<file path="config.mk">
export PLATFORM = sky130hd
export DESIGN_NAME = tlbf_capture
export DESIGN_NICKNAME = d
export VERILOG_FILES = /design/src/rtl/tlbf_pkg.sv /design/src/rtl/tlbf_field_merge.sv /design/src/rtl/tlbf_fault_decode.sv /design/src/rtl/tlbf_csr_file.sv /design/src/rtl/tlbf_capture.sv
export SDC_FILE = /design/constraint.sdc
export NUM_CORES = 1
export LEC_CHECK = 0
export ABC_AREA = 0
export BUFFER_PORTS_ARGS = -buffer_cell sky130_fd_sc_hd__buf_2
export CAP_MARGIN = 5
export CORE_UTILIZATION = 43
export DETAILED_ROUTE_END_ITERATION = 10
export PLACE_DENSITY = 0.64
export SKIP_CTS_REPAIR_TIMING = 1
export SLEW_MARGIN = 20
export SYNTH_ARGS = -nofsm -noshare
export SYNTH_HDL_FRONTEND = slang
export SYNTH_SLANG_ARGS = --single-unit
</file>
<file path="constraint.sdc">
create_clock -name clk -period 4.05 [get_ports clk]
set_clock_uncertainty 0.15 [all_clocks]
set_input_delay 0.405 -clock clk [delete_from_list [all_inputs] [get_ports clk]]
set_output_delay 0.405 -clock clk [all_outputs]
set_load 0.02 [all_outputs]
</file>
<file path="src/rtl/tlbf_pkg.sv">
package tlbf_pkg;
  localparam int unsigned XLEN       = 32;
  localparam int unsigned PAGE_SHIFT = 13;
  localparam int unsigned CTX_HI_LSB = 23;
  localparam int unsigned CTX_LO_W   = 4;
  localparam int unsigned SEL_W      = 3;
  localparam int unsigned CODE_W     = 5;
  localparam int unsigned CODE_LSB   = 2;

  localparam logic [CODE_W-1:0] EXC_TLB_LOAD  = 5'd2;
  localparam logic [CODE_W-1:0] EXC_TLB_STORE = 5'd3;

  localparam logic [XLEN-1:0] VEC_BASE    = 32'h8000_0000;
  localparam logic [XLEN-1:0] VEC_GEN_OFS = 32'h0000_0180;

  typedef enum logic [SEL_W-1:0] {
    SEL_BADV   = 3'd0,
    SEL_CTX    = 3'd1,
    SEL_EHI    = 3'd2,
    SEL_CAUSE  = 3'd3,
    SEL_EPC    = 3'd4,
    SEL_STATUS = 3'd5
  } csr_sel_e;
endpackage

</file>
<file path="src/rtl/tlbf_field_merge.sv">
module tlbf_field_merge
  import tlbf_pkg::*;
#(
  parameter int unsigned W      = XLEN,
  parameter int unsigned PSHIFT = PAGE_SHIFT,
  parameter int unsigned HI_LSB = CTX_HI_LSB,
  parameter int unsigned LO_W   = CTX_LO_W
) (
  input  logic [W-1:0] fault_addr,
  input  logic [W-1:0] ctx_cur,
  input  logic [W-1:0] ehi_cur,
  output logic [W-1:0] ctx_fault,
  output logic [W-1:0] ehi_fault
);
  localparam int unsigned VPN_W = W - PSHIFT;

  logic [VPN_W-1:0] vpn;

  always_comb begin
    vpn       = fault_addr[W-1:PSHIFT];
    // page-table pointer: keep base above and low bits, drop page number between
    ctx_fault = {ctx_cur[W-1:HI_LSB], vpn, ctx_cur[LO_W-1:0]};
    // high entry: page number on top, address-space id kept below
    ehi_fault = {vpn, ehi_cur[PSHIFT-1:0]};
  end
endmodule

</file>
<file path="src/rtl/tlbf_fault_decode.sv">
module tlbf_fault_decode
  import tlbf_pkg::*;
#(
  parameter int unsigned W = XLEN
) (
  input  logic         is_store,
  input  logic         ie,
  output logic [W-1:0] cause_fault,
  output logic [W-1:0] vec_target
);
  always_comb begin
    cause_fault = '0;
    cause_fault[CODE_LSB +: CODE_W] = is_store ? EXC_TLB_STORE : EXC_TLB_LOAD;
    vec_target  = ie ? (VEC_BASE + VEC_GEN_OFS) : VEC_BASE;
  end
endmodule

</file>
<file path="src/rtl/tlbf_csr_file.sv">
module tlbf_csr_file
  import tlbf_pkg::*;
#(
  parameter int unsigned W = XLEN
) (
  input  logic             clk,
  input  logic             rst_n,
  input  logic             miss_fire,
  input  logic [W-1:0]     fault_addr,
  input  logic [W-1:0]     fault_pc,
  input  logic [W-1:0]     ctx_fault,
  input  logic [W-1:0]     ehi_fault,
  input  logic [W-1:0]     cause_fault,
  input  logic             wr_en,
  input  logic [SEL_W-1:0] wr_sel,
  input  logic [W-1:0]     wr_data,
  output logic [W-1:0]     badv_q,
  output logic [W-1:0]     ctx_q,
  output logic [W-1:0]     ehi_q,
  output logic [W-1:0]     cause_q,
  output logic [W-1:0]     epc_q,
  output logic             ie_q,
  output logic             exl_q
);
  localparam logic [W-1:0] PC_STEP = W'(4);

  logic [W-1:0] badv_d, ctx_d, ehi_d, cause_d, epc_d;
  logic         ie_d, exl_d;
  logic         sw_wr;

  always_comb begin
    // a capture in the same cycle wins over any port write
    sw_wr   = wr_en && !miss_fire;
    badv_d  = badv_q;
    ctx_d   = ctx_q;
    ehi_d   = ehi_q;
    cause_d = cause_q;
    epc_d   = epc_q;
    ie_d    = ie_q;
    exl_d   = exl_q;
    if (miss_fire) begin
      badv_d  = fault_addr;
      ctx_d   = ctx_fault;
      ehi_d   = ehi_fault;
      cause_d = cause_fault;
      if (!exl_q) epc_d = fault_pc - PC_STEP;
      exl_d   = 1'b1;
    end else if (sw_wr) begin
      unique case (csr_sel_e'(wr_sel))
        SEL_CTX:    ctx_d[W-1:CTX_HI_LSB] = wr_data[W-1:CTX_HI_LSB];
        SEL_EHI:    ehi_d = wr_data;
        SEL_STATUS: begin
          ie_d  = wr_data[0];
          exl_d = wr_data[1];
        end
        default: ;
      endcase
    end
  end

  always_ff @(posedge clk or negedge rst_n) begin
    if (!rst_n) begin
      badv_q  <= '0;
      ctx_q   <= '0;
      ehi_q   <= '0;
      cause_q <= '0;
      epc_q   <= '0;
      ie_q    <= 1'b0;
      exl_q   <= 1'b0;
    end else begin
      badv_q  <= badv_d;
      ctx_q   <= ctx_d;
      ehi_q   <= ehi_d;
      cause_q <= cause_d;
      epc_q   <= epc_d;
      ie_q    <= ie_d;
      exl_q   <= exl_d;
    end
  end
endmodule

</file>
<file path="src/rtl/tlbf_capture.sv">
module tlbf_capture
  import tlbf_pkg::*;
(
  input  logic              clk,
  input  logic              rst_n,
  input  logic              miss_valid,
  input  logic              miss_store,
  input  logic [XLEN-1:0]   miss_vaddr,
  input  logic [XLEN-1:0]   miss_pc,
  input  logic              reg_we,
  input  logic [SEL_W-1:0]  reg_sel,
  input  logic [XLEN-1:0]   reg_wdata,
  output logic [XLEN-1:0]   reg_rdata,
  output logic              vec_valid,
  output logic [XLEN-1:0]   vec_pc,
  output logic              status_exl,
  output logic              status_ie
);
  logic rst_meta_q, rst_sync_n;

  always_ff @(posedge clk or negedge rst_n) begin
    if (!rst_n) begin
      rst_meta_q <= 1'b0;
      rst_sync_n <= 1'b0;
    end else begin
      rst_meta_q <= 1'b1;
      rst_sync_n <= rst_meta_q;
    end
  end

  logic [XLEN-1:0] badv_q, ctx_q, ehi_q, cause_q, epc_q;
  logic            ie_q, exl_q;
  logic [XLEN-1:0] ctx_fault, ehi_fault, cause_fault, vec_target;

  tlbf_field_merge u_merge (
    .fault_addr (miss_vaddr),
    .ctx_cur    (ctx_q),
    .ehi_cur    (ehi_q),
    .ctx_fault  (ctx_fault),
    .ehi_fault  (ehi_fault)
  );

  tlbf_fault_decode u_decode (
    .is_store    (miss_store),
    .ie          (ie_q),
    .cause_fault (cause_fault),
    .vec_target  (vec_target)
  );

  tlbf_csr_file u_csr (
    .clk         (clk),
    .rst_n       (rst_sync_n),
    .miss_fire   (miss_valid),
    .fault_addr  (miss_vaddr),
    .fault_pc    (miss_pc),
    .ctx_fault   (ctx_fault),
    .ehi_fault   (ehi_fault),
    .cause_fault (cause_fault),
    .wr_en       (reg_we),
    .wr_sel      (reg_sel),
    .wr_data     (reg_wdata),
    .badv_q      (badv_q),
    .ctx_q       (ctx_q),
    .ehi_q       (ehi_q),
    .cause_q     (cause_q),
    .epc_q       (epc_q),
    .ie_q        (ie_q),
    .exl_q       (exl_q)
  );

  // handler target register
  logic            vec_valid_q, vec_valid_d;
  logic [XLEN-1:0] vec_pc_q;
  logic            vec_pc_en;

  always_comb begin
    vec_valid_d = miss_valid;
    vec_pc_en   = miss_valid;
  end

  always_ff @(posedge clk or negedge rst_sync_n) begin
    if (!rst_sync_n) begin
      vec_valid_q <= 1'b0;
      vec_pc_q    <= '0;
    end else begin
      vec_valid_q <= vec_valid_d;
      if (vec_pc_en) vec_pc_q <= vec_target;
    end
  end

  // read port
  always_comb begin
    unique case (csr_sel_e'(reg_sel))
      SEL_BADV:   reg_rdata = badv_q;
      SEL_CTX:    reg_rdata = ctx_q;
      SEL_EHI:    reg_rdata = ehi_q;
      SEL_CAUSE:  reg_rdata = cause_q;
      SEL_EPC:    reg_rdata = epc_q;
      SEL_STATUS: reg_rdata = {{(XLEN-2){1'b0}}, exl_q, ie_q};
      default:    reg_rdata = '0;
    endcase
  end

  assign vec_valid  = vec_valid_q;
  assign vec_pc     = vec_pc_q;
  assign status_exl = exl_q;
  assign status_ie  = ie_q;
endmodule

</file>
Word-level counts from Yosys, hierarchy flattened:

Cells that the tools add are included.

* bits in registers: 166
* bits of input ports: 104
* output and inout port bits: 67
* logic and storage cells: 42

* add/subtract/negate cells: 1
* equality and inequality tests: 5
* muxes and demuxes: 9
* bitwise operators: 2
* reductions and logical operators: 12

Operators by type and width (number)
* $pmux W32 S6: 1
* $mux W32: 3
* $sub A32 B3 Y32 const B: 1
* $mux W9: 1
* $reduce_and A3 Y1: 3
* $eq A3 B2 Y1 const B: 2
* $eq A3 B3 Y1 const B: 2
* $reduce_and A2 Y1: 3
* $reduce_bool A2 Y1: 3
* $mux W1: 4
* $eq A3 B1 Y1 const B: 1
* $logic_not A3 Y1: 1
* $not A1 Y1: 2
* $logic_and A1 B1 Y1: 1
* $logic_not A1 Y1: 1

Depth between registers and ports, before layout:

* word-level depth: 4
* depth in mapped cells: 7
* mapped depth without buffers: 6

By module:

Synthesis repeated with hierarchy kept, for this count alone.

* cell total of the unflattened synthesis: 930
* area total of the unflattened synthesis: 10612.7 µm²

By module, submodules not included
* tlbf_csr_file: times used 1, cells each 567, area an instance 6960.4 µm²
* tlbf_capture: times used 1, cells each 233, area an instance 2683.8 µm²
* tlbf_fault_decode: times used 1, cells each 66, area an instance 488.0 µm²
* tlbf_field_merge: times used 1, cells each 64, area an instance 480.5 µm²

Worst setup path before layout:

No wires, ideal clock.

* kind: in2out
* start point: input port reg_sel[2]
* end point: output port reg_rdata[10]
* arrival: 1.704 ns
* slack: 1.791 ns
* stages: 5
* cell sequence: clkbuf_1 -> nor3_2 -> clkbuf_1 -> a22o_1 -> a221o_1

* word-level cells in the longest chain between the ends: 2

Ends and longest elaborated chain
* from (decl): line tlbf_capture.sv:11 `input logic [SEL_W-1:0] reg_sel,`
* $eq A3 B3 Y1, or another cell as far along: line tlbf_capture.sv:93 `unique case (csr_sel_e'(reg_sel))`
* $pmux W32 S6 *: line tlbf_capture.sv:93
* to (decl): line tlbf_capture.sv:13 `output logic [XLEN-1:0] reg_rdata,`

Every way passes the cells marked *; elsewhere a longest branch is shown, timed or not.

Worst setup path after layout:

* start point: input port reg_sel[1]
* end point: output port reg_rdata[31]

The elaborated chain is that of the path after synthesis.

==> impl_results.md <==
- Pre-Repair DR Iteration Count: 5
- Max VDD drop: 0.000290 V
- Overflow after GRT: 0
- Slew at the pin closest to its max-slew limit: 850 ps
- CP Launch Type: input pin
- Status: finished clean
- Clock Latency Late Sink: 410 ps
- FMAX: 0.366 GHz
- Layout fillers: 1171
- Routed Antenna Nets: 0
- RSZ-0062 raised after global routing: no
- Max-Cap Viols: 0
- CTS Buffer Depth: 2
- CTS H-tree lvls: 4
- Detailed Place HPWL: 11800 µm
- Setup TNS: 0 ps
- TritonCTS buffer count: 17
- Synth top area cells: dfrtp_1 48%, mux2_2 7.5%, o21ai_0 4.9%
- 1st-iter DRT viols: 396
- Worst endpoint required time: 3490 ps
- Min Tclk post-route: 2730 ps
- Setup violators final: 0
- Die Width: 119 µm
- Hold Path Class: in2reg
- Row count: 42
- Static Leak: 3.40 nW
- Most common cell after layout, fill and taps aside: buf_2
- CTS clk-pin slew, worst paths: 50 ps
- IO buf count: 141
- Top cell type by total area after synthesis: dfrtp_1
- Post-synthesis register bit count: 113
- Layout cells sized above 1: 0.341
- Design area: 7420 µm²
- Avg Inst Size Synth: 10.5 µm²
- Relative slew slack: 0.431
- Mapped Cells: 559
- GRT Overall Usage: 0.236
- Vias in the first global route: 4703
- Initial antenna violation count: 1
- Die Y-Extent: 119 µm
- Worst hold slack: 40.9 ps
- CTS tree: yes
- Most frequent cells in the layout: 141 x buf_2, 112 x dfrtp_1, 58 x o21ai_0
- Final hold vios: 0
- Sequential fraction of the synthesis area: 0.480
- Final period util: 0.674
- Post-synth EDFFs: 0
- Core area: 13300 µm²
- FFs w/ async S/R, synth: 1.00
- Register area: 2830 µm²
- Setup CP Type: in2out
- Via-per-instance ratio: 5.59
- Drt drc: 0
- Synthesis-to-layout area growth: 26.0%
- Nets@finish: 798
- Max-slew violation count: 0
- Worst Setup Slack, final: 1320 ps
- Clock tree sinks: 113
- CP max FO: 19
- Io pins: 171
- Worst slack at placement: 1260 ps
- Pin count of the biggest net entering global routing: 66
- Yosys warnings: 0
- Worst Path Arrival: 2170 ps
- Vias post-DR: 4937
- Multi-input combinational cell area: 2730 µm²
- Final GP Congestion: 0.827
- Clk root buf: clkbuf_16
- Yosys cell types: 49
- Endpoint class of the critical path: primary output
- Placed Area: 6660 µm²
- Top cell type's share of synthesized area: 0.480
- First-pass GRT wire length: 25400 µm
- Synth Flop Type: dfrtp_1
- Initial core utilization: 0.443
- Die area: 14200 µm²
- DR WL/cell: 18.2 µm
- Wirelength, routed: 16100 µm
- Netlist area before placement: 5890 µm²
- P per Cell Area: 530 nW/µm²
## routing by layer
layer  vias to the layer above  routed length, µm  GRT usage
met2                       243               7170      0.344
met5                         -                  0          0
met1                      2392               7180      0.334
li1                       2278                  -          -
met4                         0                342     0.0894
met3                        24               1380     0.0603
## power by group
group	leakage (nW)	total, mW	internal (mW)	switching (mW)
Combinational	1.68	0.552	0.249	0.304
Clock	0.370	1.88	1.38	0.507
Sequential	1.35	1.50	1.33	0.170
Total	3.40	3.94	2.95	0.981
## synth_stat cells (all sizes together), types with 3 or more instances
master,n
a221o,28
a22o,28
a31oi,14
buf,40
clkbuf,26
dfrtp,113
inv,22
mux2,39
mux2i,23
nand2,47
nand2b,7
nand3,6
nand3b,4
nand4,5
nand4b,3
nor2,22
nor2b,3
nor3,5
nor4,6
o211ai,3
o21ai,58
o31ai,9
or2,3
or3,7
or4,12
xnor2,4
xor2,6
## state kept, by name, indices dropped and copies added (netlist names)
| signal | cells |
|---|---|
| rst_meta_q | 1 |
| vec_pc | 2 |
| rst_sync_n | 1 |
| u_csr.badv_q | 13 |
| u_csr.epc_q | 32 |
| u_csr.ie_q | 1 |
| u_csr.cause_q | 1 |
| u_csr.ehi_q | 32 |
| vec_valid | 1 |
| u_csr.exl_q | 1 |
| u_csr.ctx_q | 28 |
## final cells by class
cell class                 count  share of cell area
timing repair buffer         153               0.109
inverter                      22              0.0111
tap                          176              0.0297
clock inverter                 9              0.0330
multi-input combinational    386               0.367
antenna                        1            0.000337
sequential                   113               0.381
clock buffer                  23              0.0684
## kinds of logic (layout without fill, tap and decap cells)
| kind of cell | Yosys count | after routing | share of synthesized area |
|---|---|---|---|
| DFF | 113 | 113 | 0.480 |
| other | 2 | 31 | 0.00128 |
| adders and majority gates | 1 | 1 | 0.00212 |
| xor gates and xnor gates | 10 | 10 | 0.0149 |
| AOI/OAI and AO/OA | 148 | 148 | 0.180 |
| and+or+nand+nor | 135 | 135 | 0.130 |
| buffers and inverters | 88 | 207 | 0.0778 |
| muxes | 62 | 62 | 0.114 |
## critical path, cell delays in order
cell and delay, ps:
buf_2 220, nor3b_2 750, buf_4 380, a221o_1 220
buf_2 180
## final timing paths
path	start	endpoint	slack, ps	cells after the start
min in group asynchronous	rst_n	rst_sync_n	160	2
worst max register to register	u_csr.exl_q	u_csr.epc_q[25]	2220	4
worst min-delay path	miss_pc[0]	u_csr.epc_q[0]	40	3
worst min register to register	rst_meta_q	rst_sync_n	200	0
worst max-delay path	reg_sel[1]	reg_rdata[31]	1320	5
max in group asynchronous	rst_sync_n	u_csr.epc_q[18]	2550	1
## through the flow
| stage | cells | total power [mW] | util |
|---|---|---|---|
| final | 883 | 3.94 | 0.558 |
| after global routing | 883 | 4.09 | 0.558 |
| after CTS | 881 | 3.95 | 0.557 |
| after detailed placement | 849 | 2.07 | 0.501 |
| after global placement | 848 | 2.04 | 0.500 |
| after floorplan | 587 | 1.84 | - |
(Power assumes the default switching activity.)
